===== src/rtl/irqc_pkg.sv =====
package irqc_pkg;

   // Register slots, indexed by byte offset / 4
   localparam int IDX_BASIC_PEND = 0;
   localparam int IDX_PEND_BANK0 = 1;
   localparam int IDX_FIQ_CTL    = 3;
   localparam int IDX_EN_BANK0   = 4;
   localparam int IDX_EN_LOCAL   = 6;
   localparam int IDX_DIS_BANK0  = 7;
   localparam int IDX_DIS_LOCAL  = 9;
   localparam int NUM_REGS       = 10;

   // Summary word layout
   localparam int BANK_FLAG_LSB  = 8;
   localparam int MIRROR_LSB     = 10;
   localparam int NUM_MIRROR     = 11;

   // Peripheral line copied into summary mirror slot k
   function automatic int mirror_line(input int k);
      case (k)
         0:  return 7;
         1:  return 9;
         2:  return 10;
         3:  return 18;
         4:  return 19;
         5:  return 53;
         6:  return 54;
         7:  return 55;
         8:  return 56;
         9:  return 57;
         default: return 62;
      endcase
   endfunction

endpackage


===== src/rtl/irqc_mask_bank.sv =====
module irqc_mask_bank #(
   parameter int W = 32
) (
   input  logic         clk,
   input  logic         rst_n,
   input  logic         set_we,
   input  logic         clr_we,
   input  logic [W-1:0] wdata,
   output logic [W-1:0] mask_q
);

   always_ff @(posedge clk or negedge rst_n) begin
      if (!rst_n)      mask_q <= '0;
      else if (set_we) mask_q <= mask_q | wdata;
      else if (clr_we) mask_q <= mask_q & ~wdata;
   end

   // a set write only adds bits
   a_r2_set_ors : assert property (@(posedge clk) disable iff (!rst_n)
      set_we |=> (mask_q == ($past(mask_q) | $past(wdata))));

   // a clear write only removes bits
   a_r3_clear_ands : assert property (@(posedge clk) disable iff (!rst_n)
      (clr_we && !set_we) |=> (mask_q == ($past(mask_q) & ~$past(wdata))));

   // Mask is stable without a write
   a_r11_mask_hold : assert property (@(posedge clk) disable iff (!rst_n)
      (!set_we && !clr_we) |=> $stable(mask_q));

endmodule


===== src/rtl/irqc_summary.sv =====
module irqc_summary
   import irqc_pkg::*;
#(
   parameter int DATA_W     = 32,
   parameter int NUM_PERIPH = 64,
   parameter int NUM_LOCAL  = 8
) (
   input  logic [NUM_PERIPH-1:0] pend,
   input  logic [NUM_LOCAL-1:0]  local_pend,
   output logic [DATA_W-1:0]     word
);

   localparam int NB = NUM_PERIPH / DATA_W;

   logic [NUM_MIRROR-1:0] mirror;
   logic [NB-1:0]         flags;

   for (genvar k = 0; k < NUM_MIRROR; k++) begin : g_mirror
      assign mirror[k] = pend[mirror_line(k)];
   end

   for (genvar b = 0; b < NB; b++) begin : g_flag
      assign flags[b] = |pend[b*DATA_W +: DATA_W];
   end

   always_comb begin
      word                            = '0;
      word[NUM_LOCAL-1:0]             = local_pend;
      word[BANK_FLAG_LSB +: NB]       = flags;
      word[MIRROR_LSB +: NUM_MIRROR]  = mirror;
   end

endmodule


===== src/rtl/irqc_fiq_route.sv =====
module irqc_fiq_route #(
   parameter int NUM_PERIPH = 64,
   parameter int NUM_LOCAL  = 8,
   parameter int SEL_W      = 7
) (
   input  logic                  clk,
   input  logic                  rst_n,
   input  logic                  ctl_we,
   input  logic [SEL_W:0]        ctl_wdata,
   input  logic [NUM_PERIPH-1:0] periph_lvl,
   input  logic [NUM_LOCAL-1:0]  local_lvl,
   output logic [SEL_W:0]        ctl_q,
   output logic                  fiq_o
);

   logic [SEL_W-1:0] sel_q;
   logic             en_q;
   logic             src;
   logic             fiq_q;

   always_ff @(posedge clk or negedge rst_n) begin
      if (!rst_n) begin
         sel_q <= '0;
         en_q  <= 1'b0;
      end else if (ctl_we) begin
         sel_q <= ctl_wdata[SEL_W-1:0];
         en_q  <= ctl_wdata[SEL_W];
      end
   end

   // Raw source pick across both groups; indices past them give low
   always_comb begin
      src = 1'b0;
      for (int i = 0; i < NUM_PERIPH; i++)
         if (sel_q == SEL_W'(i)) src = periph_lvl[i];
      for (int i = 0; i < NUM_LOCAL; i++)
         if (sel_q == SEL_W'(NUM_PERIPH + i)) src = local_lvl[i];
   end

   always_ff @(posedge clk or negedge rst_n) begin
      if (!rst_n) fiq_q <= 1'b0;
      else        fiq_q <= en_q & src;
   end

   assign ctl_q = {en_q, sel_q};
   assign fiq_o = fiq_q;

   // disabled fast path stays low
   a_r8_fiq_gated : assert property (@(posedge clk) disable iff (!rst_n)
      !en_q |=> !fiq_o);

   // control holds without a write
   a_r7_ctl_hold : assert property (@(posedge clk) disable iff (!rst_n)
      !ctl_we |=> $stable(ctl_q));

endmodule


===== src/rtl/banked_irq_ctrl.sv =====
module banked_irq_ctrl
   import irqc_pkg::*;
#(
   parameter int DATA_W    = 32,
   parameter int NUM_BANKS = 2,
   parameter int NUM_LOCAL = 8,
   parameter int SEL_W     = 7,
   parameter int ADDR_W    = 8
) (
   input  logic                          clk,
   input  logic                          rst_n,
   input  logic [NUM_BANKS*DATA_W-1:0]   periph_lvl,
   input  logic [NUM_LOCAL-1:0]          local_lvl,
   input  logic                          bus_valid,
   input  logic                          bus_write,
   input  logic [ADDR_W-1:0]             bus_addr,
   input  logic [DATA_W-1:0]             bus_wdata,
   output logic [DATA_W-1:0]             bus_rdata,
   output logic                          irq_o,
   output logic                          fiq_o
);

   localparam int NUM_PERIPH = NUM_BANKS * DATA_W;
   localparam int REG_W      = ADDR_W - 2;

   // Elaboration-time parameter checks
   if (NUM_BANKS != 2) begin : g_bad_banks
      $error("register map holds exactly two peripheral banks");
   end
   if (DATA_W != 32) begin : g_bad_width
      $error("summary layout needs a 32-bit data path");
   end
   if (NUM_LOCAL < 1 || NUM_LOCAL > 8) begin : g_bad_local
      $error("local group must be 1 to 8 lines");
   end
   if ((1 << SEL_W) < NUM_PERIPH + NUM_LOCAL) begin : g_bad_sel
      $error("select width too small for all sources");
   end
   if (SEL_W + 1 > DATA_W || ADDR_W < 6) begin : g_bad_misc
      $error("select or address width out of range");
   end

   // Address decode
   logic [REG_W-1:0]    reg_idx;
   logic                mapped;
   logic [NUM_REGS-1:0] hit;
   logic                wr_req;
   logic                rd_req;

   assign reg_idx = bus_addr[ADDR_W-1:2];
   assign mapped  = (bus_addr[1:0] == 2'b00) && (reg_idx < REG_W'(NUM_REGS));
   assign wr_req  = bus_valid & bus_write;
   assign rd_req  = bus_valid & ~bus_write;

   always_comb begin
      for (int k = 0; k < NUM_REGS; k++)
         hit[k] = mapped && (reg_idx == REG_W'(k));
   end

   // Peripheral masks, one per bank
   logic [NUM_PERIPH-1:0] periph_mask;
   logic [NUM_PERIPH-1:0] pend;

   for (genvar b = 0; b < NUM_BANKS; b++) begin : g_bank
      irqc_mask_bank #(.W(DATA_W)) u_mask (
         .clk    (clk),
         .rst_n  (rst_n),
         .set_we (wr_req & hit[IDX_EN_BANK0 + b]),
         .clr_we (wr_req & hit[IDX_DIS_BANK0 + b]),
         .wdata  (bus_wdata),
         .mask_q (periph_mask[b*DATA_W +: DATA_W])
      );
   end

   assign pend = periph_lvl & periph_mask;

   // Local mask
   logic [NUM_LOCAL-1:0] local_mask;
   logic [NUM_LOCAL-1:0] local_pend;
   logic [DATA_W-1:0]    local_mask_ext;

   irqc_mask_bank #(.W(NUM_LOCAL)) u_local_mask (
      .clk    (clk),
      .rst_n  (rst_n),
      .set_we (wr_req & hit[IDX_EN_LOCAL]),
      .clr_we (wr_req & hit[IDX_DIS_LOCAL]),
      .wdata  (bus_wdata[NUM_LOCAL-1:0]),
      .mask_q (local_mask)
   );

   assign local_pend = local_lvl & local_mask;

   always_comb begin
      local_mask_ext                = '0;
      local_mask_ext[NUM_LOCAL-1:0] = local_mask;
   end

   // Summary word
   logic [DATA_W-1:0] basic_word;

   irqc_summary #(
      .DATA_W     (DATA_W),
      .NUM_PERIPH (NUM_PERIPH),
      .NUM_LOCAL  (NUM_LOCAL)
   ) u_summary (
      .pend       (pend),
      .local_pend (local_pend),
      .word       (basic_word)
   );

   // Fast interrupt routing
   logic [SEL_W:0] fiq_ctl;

   irqc_fiq_route #(
      .NUM_PERIPH (NUM_PERIPH),
      .NUM_LOCAL  (NUM_LOCAL),
      .SEL_W      (SEL_W)
   ) u_fiq (
      .clk        (clk),
      .rst_n      (rst_n),
      .ctl_we     (wr_req & hit[IDX_FIQ_CTL]),
      .ctl_wdata  (bus_wdata[SEL_W:0]),
      .periph_lvl (periph_lvl),
      .local_lvl  (local_lvl),
      .ctl_q      (fiq_ctl),
      .fiq_o      (fiq_o)
   );

   // Read mux
   logic [DATA_W-1:0] rd_word;

   always_comb begin
      rd_word = '0;
      if (hit[IDX_BASIC_PEND]) rd_word = basic_word;
      if (hit[IDX_FIQ_CTL])    rd_word[SEL_W:0] = fiq_ctl;
      if (hit[IDX_EN_LOCAL])   rd_word = local_mask_ext;
      if (hit[IDX_DIS_LOCAL])  rd_word = ~local_mask_ext;
      for (int b = 0; b < NUM_BANKS; b++) begin
         if (hit[IDX_PEND_BANK0 + b]) rd_word = pend[b*DATA_W +: DATA_W];
         if (hit[IDX_EN_BANK0 + b])   rd_word = periph_mask[b*DATA_W +: DATA_W];
         if (hit[IDX_DIS_BANK0 + b])  rd_word = ~periph_mask[b*DATA_W +: DATA_W];
      end
   end

   // Registered read data and normal interrupt
   logic [DATA_W-1:0] rdata_q;
   logic              irq_q;

   always_ff @(posedge clk or negedge rst_n) begin
      if (!rst_n) begin
         rdata_q <= '0;
         irq_q   <= 1'b0;
      end else begin
         if (rd_req) rdata_q <= rd_word;
         irq_q <= (|pend) | (|local_pend);
      end
   end

   assign bus_rdata = rdata_q;
   assign irq_o     = irq_q;

   // output follows masked sources one edge later
   a_r9_irq_rises : assert property (@(posedge clk) disable iff (!rst_n)
      ((|pend) || (|local_pend)) |=> irq_o);
   a_r9_irq_falls : assert property (@(posedge clk) disable iff (!rst_n)
      !((|pend) || (|local_pend)) |=> !irq_o);

   // unmapped read returns zero
   a_r11_unmapped_zero : assert property (@(posedge clk) disable iff (!rst_n)
      (rd_req && !mapped) |=> (bus_rdata == '0));

   // read data holds without a read
   a_r12_rdata_hold : assert property (@(posedge clk) disable iff (!rst_n)
      !rd_req |=> $stable(bus_rdata));

endmodule


===== config.mk =====
export PLATFORM = sky130hd
export DESIGN_NAME = banked_irq_ctrl
export DESIGN_NICKNAME = d
export VERILOG_FILES = /design/src/rtl/irqc_pkg.sv /design/src/rtl/irqc_mask_bank.sv /design/src/rtl/irqc_summary.sv /design/src/rtl/irqc_fiq_route.sv /design/src/rtl/banked_irq_ctrl.sv
export SDC_FILE = /design/constraint.sdc
export NUM_CORES = 1
export LEC_CHECK = 0
export BUFFER_PORTS_ARGS = -buffer_cell sky130_fd_sc_hd__buf_2
export CORE_UTILIZATION = 27
export DETAILED_ROUTE_END_ITERATION = 16
export PLACE_DENSITY = 0.49
export SLEW_MARGIN = 20
export SYNTH_ARGS = -nofsm -noshare
export SYNTH_HDL_FRONTEND = slang
export SYNTH_SLANG_ARGS = --single-unit

===== constraint.sdc =====
create_clock -name clk -period 5.1 [get_ports clk]
set_input_delay 1.02 -clock clk [delete_from_list [all_inputs] [get_ports clk]]
set_output_delay 1.02 -clock clk [all_outputs]
set_load 0.01 [all_outputs]

==> results of run 1 <==
## kinds of logic after synthesis
| family | after synthesis |
|---|---|
| simple gates | 337 |
| mux | 30 |
| flops | 114 |
| buf+inv | 66 |
| compound gates | 343 |
## final timing paths
check                                             endpoint  slack (ns)  depth (start not counted)
worst max-delay path                             flip-flop        1.56                          8
worst min-delay path                         bus_rdata[16]        0.47                          2
worst max register to register                 u_fiq.fiq_o        2.08                          7
min in group asynchronous       asynchronous set/reset pin        0.57                          1
max in group asynchronous       asynchronous set/reset pin        3.52                          2
worst min register to register               bus_rdata[16]        0.47                          2
## metal layers
metal / routed length [µm] / track usage, %
met5: 36 / 1.04
met2: 15400 / 37.1
met1: 15400 / 34.8
met3: 3130 / 5.36
met4: 1190 / 9.61
## stage by stage
step | utilization (%) | std cells | total power [mW] | instance area [µm²]
5_1_grt | 33.9 | 1367 | 2.72 | 9140
3_5_place_dp | 31.6 | 1335 | 1.34 | 8510
6_report | 33.9 | 1367 | 2.64 | 9140
3_3_place_gp | 31.6 | 1335 | 1.34 | 8510
4_1_cts | 33.9 | 1367 | 2.65 | 9140
2_1_floorplan | - | 890 | 1.13 | 7430
## power groups by stage
stage	combinational [mW]	clock (mW)	sequential (mW)
global route	0.370	1.36	0.992
floorplan	0.129	0	1.00
detailed placement	0.343	0	1.00
finish	0.346	1.31	0.987
CTS	0.344	1.32	0.986
global placement	0.344	0	1.00
## critical path: stages
cell and delay [ns]:
buf_2 0.12, or4_1 0.71, nor2_1 0.31, nand2_1 0.41, a21oi_2 0.72, buf_12 0.25, nand2_1 0.07, a22o_1 0.22
## layout by cell type, fill, tap and decap left out, types with 6 or more instances in the layout
| cell type | n |
|---|---|
| nor3_1 | 20 |
| o221ai_1 | 9 |
| a211oi_1 | 6 |
| or4_1 | 9 |
| buf_2 | 148 |
| a21o_1 | 15 |
| clkinvlp_4 | 6 |
| nor2b_1 | 8 |
| o22ai_1 | 10 |
| a2111oi_0 | 9 |
| nand2_1 | 157 |
| dfrtp_1 | 113 |
| a31oi_1 | 16 |
| nand4_1 | 16 |
| a22oi_1 | 27 |
| o32ai_1 | 6 |
| nand3_1 | 22 |
| nand2b_1 | 10 |
| mux2i_1 | 18 |
| mux2_2 | 11 |
| nor2_1 | 61 |
| a21oi_1 | 67 |
| a22o_1 | 79 |
| clkbuf_16 | 17 |
| o2111ai_1 | 6 |
| a221oi_1 | 12 |
| buf_4 | 16 |
| o21ai_0 | 57 |
## area by class of cell
| type | instances | area, µm² | share of cell area, % |
|---|---|---|---|
| clock buffer | 19 | 443 | 4.85 |
| clock inverter | 13 | 184 | 2.01 |
| inverter | 4 | 15.0 | 0.164 |
| multi-input combinational | 710 | 4320 | 47.2 |
| sequential | 114 | 2850 | 31.2 |
| tap | 341 | 427 | 4.67 |
| timing repair buffer | 166 | 901 | 9.86 |
==> impl_metrics.py, run 1 <==
metrics = {
    "run_status": {
        "status": "completed",
    },
    "global_route": {
        "grt_max_degree": 40,
        "grt_overflow": 0,
        "grt_pass1_wl_um": 51300,
        "grt_pass1_vias": 7538,
        "grtUsageTotal_pct": 24.9,
        "antenna_found_initial": 0,
    },
    "layout": {
        "area_delta_synth_final_pct": 22.9,
        "diodes": 0,
        "n_fill_cell": 2848,
        "drive_above_1_share_pct": 22.5,
        "num-nets-final": 1129,
    },
    "sta": {
        "setup_ws_ns": 1.56,
        "setup_violations": 0,
        "period_share_pct": 69.4,
        "final.setup_skew_ns": 0.00921,
        "worst_pin_slew_ns": 1.08,
        "rsz0062_at_grt": "no",
        "max_freq_ghz": 0.282,
        "hold_violations": 0,
        "finalSetupTns_ns": 0,
        "drv_slew": 0,
        "fin_hold_ws_ns": 0.471,
        "relSlewSlack_pct": 27.5,
        "fin_crit_ns": 3.54,
    },
    "setup_path": {
        "startpoint": "bus_addr[7]",
        "worstReg2RegStart": "u_fiq.sel_q[2]",
        "cp.required_ns": 5.41,
        "endpoint_kind": "flip-flop",
        "cp-start-kind": "input pin",
        "path_max_fanout": 22,
        "arrival_ns": 3.85,
        "crit_type": "in -> reg",
    },
    "clocking": {
        "cts_resized": 0,
        "cts_tree": "yes",
        "postCtsSetupBuffers": 0,
        "clkSlewWorstSetupHoldPaths_ns": 0.06,
        "root_buffer": "clkbuf_16",
        "clk_latency_ns": 0.43,
        "clockBufferDepth": 2,
        "cts_hold_buf": 0,
        "htreeDepth": 4,
        "cts_inserted_buffers": 17,
        "cts.sinks": 114,
    },
    "floorplanning": {
        "die_area_um2": 28200,
        "die_w_um": 168,
        "io_pins": 150,
        "coreArea_um2": 27000,
        "rows": 60,
        "initial_utilization_pct": 27.6,
        "die_h_um": 168,
    },
    "pwr": {
        "clkPwrFrac_pct": 49.5,
        "seqPwrFrac_pct": 37.4,
        "power_switching_mw": 0.745,
        "swShare_pct": 28.2,
        "leakage_nw": 3.89,
        "p_per_area_nw_per_um2": 289,
        "comb_power_share_pct": 13.1,
        "p_int_mw": 1.90,
        "ir_worst_vdd_v": 0.000192,
    },
    "drt": {
        "avgRoutedWirePerCell_um": 25.7,
        "vias": 8100,
        "drt_iter0_drc": 1151,
        "drtAntennaViolNets": 0,
        "wl_um": 35100,
        "vias_per_cell": 5.93,
        "first_pass_iters": 5,
        "drc_errors": 0,
    },
    "yosys": {
        "syn_avg_cell_area_um2": 8.35,
        "ys_seq_area_share_pct": 38.4,
        "synth_area_um2": 7430,
        "synth_compound_area_share_pct": 32.3,
        "ys_types": 61,
        "synthTopCellsByCount": "nand2_1 (157), dfrtp_1 (114), a22o_1 (79)",
        "synth_top_area_share_pct": 38.4,
        "synth_mux_area_share_pct": 4.39,
        "synth_edf_count": 0,
        "async_flop_share_pct": 100,
        "synthAdderAreaFrac_pct": 0,
        "syn_inst": 890,
        "yosysWarnings": 0,
        "synthFlopType": "dfrtp_1",
        "synth_top_family_by_area": "compound AO/OA/AOI/OAI gates",
        "synthXorXnorAreaFrac_pct": 0,
        "synth_most_common_cell": "nand2_1",
        "synth-simple-area-share_pct": 21.1,
        "yosysTopAreaCell": "dfrtp_1",
        "synth_seq_cells": 114,
        "synthesis.nets": 1006,
        "synth_area_leaders": "dfrtp_1 (38%), a22o_1 (9.3%), nand2_1 (7.9%)",
    },
    "placement": {
        "place_congestion": 0.965,
        "place_ws_ns": 1.20,
        "hpwlAfterDp_um": 26600,
        "io_buffers": 149,
    },
    "hold_path": {
        "hp-class": "reg -> reg",
        "hp-start": "bus_rdata[16]",
    },
    "flow_run": {
        "maxCapViolations": 0,
    },
}
Note: power is estimated with default switching activity, not from simulation.
==> run 2, diff against run 1 <==
==> constraint.sdc (replaced) <==
create_clock -name clk -period 3.5 [get_ports clk]
set_input_delay 0.7 -clock clk [delete_from_list [all_inputs] [get_ports clk]]
set_output_delay 0.7 -clock clk [all_outputs]
set_load 0.01 [all_outputs]
==> impl_metrics.py, run 2 (synthesized netlist as in run 1, its figures left out) <==
metrics = {
    "drt": {
        "drt_iter0_drc": 1162,
        "vias": 8334,
        "first_pass_iters": 5,
        "wl_um": 35400,
        "drc_errors": 0,
        "vias_per_cell": 6.03,
        "avgRoutedWirePerCell_um": 25.6,
        "drtAntennaViolNets": 0,
    },
    "setup_path": {
        "crit-reg2reg-capture": "bus_rdata[9]",
        "ff2ff_path_depth": 7,
        "cp-start-kind": "input pin",
        "cp-endpoint": "bus_rdata[9]",
        "cp.required_ns": 3.86,
        "endpoint_kind": "flip-flop",
        "path_max_fanout": 25,
        "worst_path_max_delay_cell": "or4_1",
        "startpoint": "bus_addr[7]",
        "arrival_ns": 3.28,
        "crit_chain": "buf_2, or4_1, or3_1, nor2_8, a21o_1, a221oi_1, a221oi_1, a21o_1",
        "regToRegSetupSlack_ns": 0.95,
        "crit_type": "in -> reg",
        "slowest_delay_ns": 0.71,
    },
    "global_route": {
        "grt_pass1_vias": 7398,
        "grtUsageTotal_pct": 25.0,
        "grt_max_degree": 70,
        "antenna_found_initial": 0,
        "grt_overflow": 0,
        "grt_pass1_wl_um": 51300,
    },
    "pwr": {
        "swShare_pct": 28.0,
        "power.total_mw": 3.85,
        "p_int_mw": 2.77,
        "comb_power_share_pct": 13.2,
        "ir_worst_vdd_v": 0.000301,
        "leakage_nw": 3.98,
        "p_per_area_nw_per_um2": 416,
        "seqPwrFrac_pct": 37.5,
        "power_switching_mw": 1.08,
        "clkPwrFrac_pct": 49.3,
    },
    "clocking": {
        "cts_hold_buf": 0,
        "clk_latency_ns": 0.43,
        "clkSlewWorstSetupHoldPaths_ns": 0.06,
        "root_buffer": "clkbuf_16",
        "cts_inserted_buffers": 17,
        "htreeDepth": 4,
        "cts_resized": 0,
        "cts.sinks": 114,
        "clockBufferDepth": 2,
        "cts_tree": "yes",
        "postCtsSetupBuffers": 0,
    },
    "placement": {
        "io_buffers": 149,
        "place_congestion": 0.938,
        "hpwlAfterDp_um": 26600,
    },
    "layout": {
        "final_cell_mix": "nand2_1 (157), buf_2 (148), dfrtp_1 (113)",
        "diodes": 0,
        "num-nets-final": 1145,
        "utilization_pct": 34.3,
        "n_fill_cell": 2821,
        "drive_above_1_share_pct": 23.7,
        "layout_commonest_cell": "nand2_1",
        "area_delta_synth_final_pct": 24.4,
    },
    "sta": {
        "rsz0062_at_grt": "no",
        "max_freq_ghz": 0.343,
        "worst_pin_slew_ns": 0.960,
        "drv_slew": 0,
        "relSlewSlack_pct": 36.0,
        "fin_hold_ws_ns": 0.102,
        "final.setup_skew_ns": 0.0116,
        "period_share_pct": 83.3,
        "hold_violations": 0,
        "finalSetupTns_ns": 0,
        "setup_violations": 0,
        "fin_crit_ns": 2.91,
    },
    "floorplanning": {
        "coreArea_um2": 27000,
        "die_h_um": 168,
        "initial_utilization_pct": 27.6,
        "die_area_um2": 28200,
        "rows": 60,
        "io_pins": 150,
        "die_w_um": 168,
    },
    "flow_run": {
        "maxCapViolations": 0,
    },
    "run_status": {
        "status": "completed",
    },
    "hold_path": {
        "hp-class": "in -> async",
    },
}
[run 2: worst min path at each step]
stage                  startpoint                    endpoint  cells past startpoint
floorplan                   rst_n  asynchronous set/reset pin                      0
global placement    bus_rdata[30]               bus_rdata[30]                      2
detailed placement  bus_rdata[30]               bus_rdata[30]                      2
CTS                         rst_n  asynchronous set/reset pin                      1
global route                rst_n               bus_rdata[28]                      1
finish                      rst_n  asynchronous set/reset pin                      1
[run 2: layer usage]
metal | vias to the layer above | track usage [%] | part of all wire, %
met2 | 512 | 36.7 | 43
met3 | 68 | 4.61 | 8.4
met1 | 4087 | 35.8 | 45
met5 | - | 0 | 0
met4 | 0 | 10.1 | 3.6
li1 | 3667 | - | -
[run 2: through the flow]
stage          setup slack, ns  instances  area [µm²]
6_report                 0.586       1383        9250
5_1_grt                  0.504       1383        9250
4_1_cts                  0.630       1383        9250
3_5_place_dp             0.185       1351        8620
3_3_place_gp             0.244       1351        8620
2_1_floorplan            0.843        890        7430
[run 2: cell type report]
cell class              count  area [µm²]  share of cell area (%)
clock inverters            13         184                    1.99
repair buffers            182        1010                    10.9
flip-flops and latches    114        2850                    30.9
multi-input cells         710        4320                    46.7
clock buffers              19         443                    4.79
inverters                   4        15.0                   0.162
well taps                 341         427                    4.61
[run 2: critical path: cells and delay by family]
kind / cells / cell delay (ns)
buffers and inverters: 1 / 0.11
and+or+nand+nor: 3 / 1.77
AOI/OAI and AO/OA: 4 / 0.69
[run 2: power by group through the flow]
stage | clock [mW] | sequential (mW) | combinational [mW]
3_5_place_dp | 0 | 1.46 | 0.503
6_report | 1.90 | 1.44 | 0.509
5_1_grt | 1.98 | 1.45 | 0.542
2_1_floorplan | 0 | 1.46 | 0.189
3_3_place_gp | 0 | 1.46 | 0.502
4_1_cts | 1.91 | 1.44 | 0.505
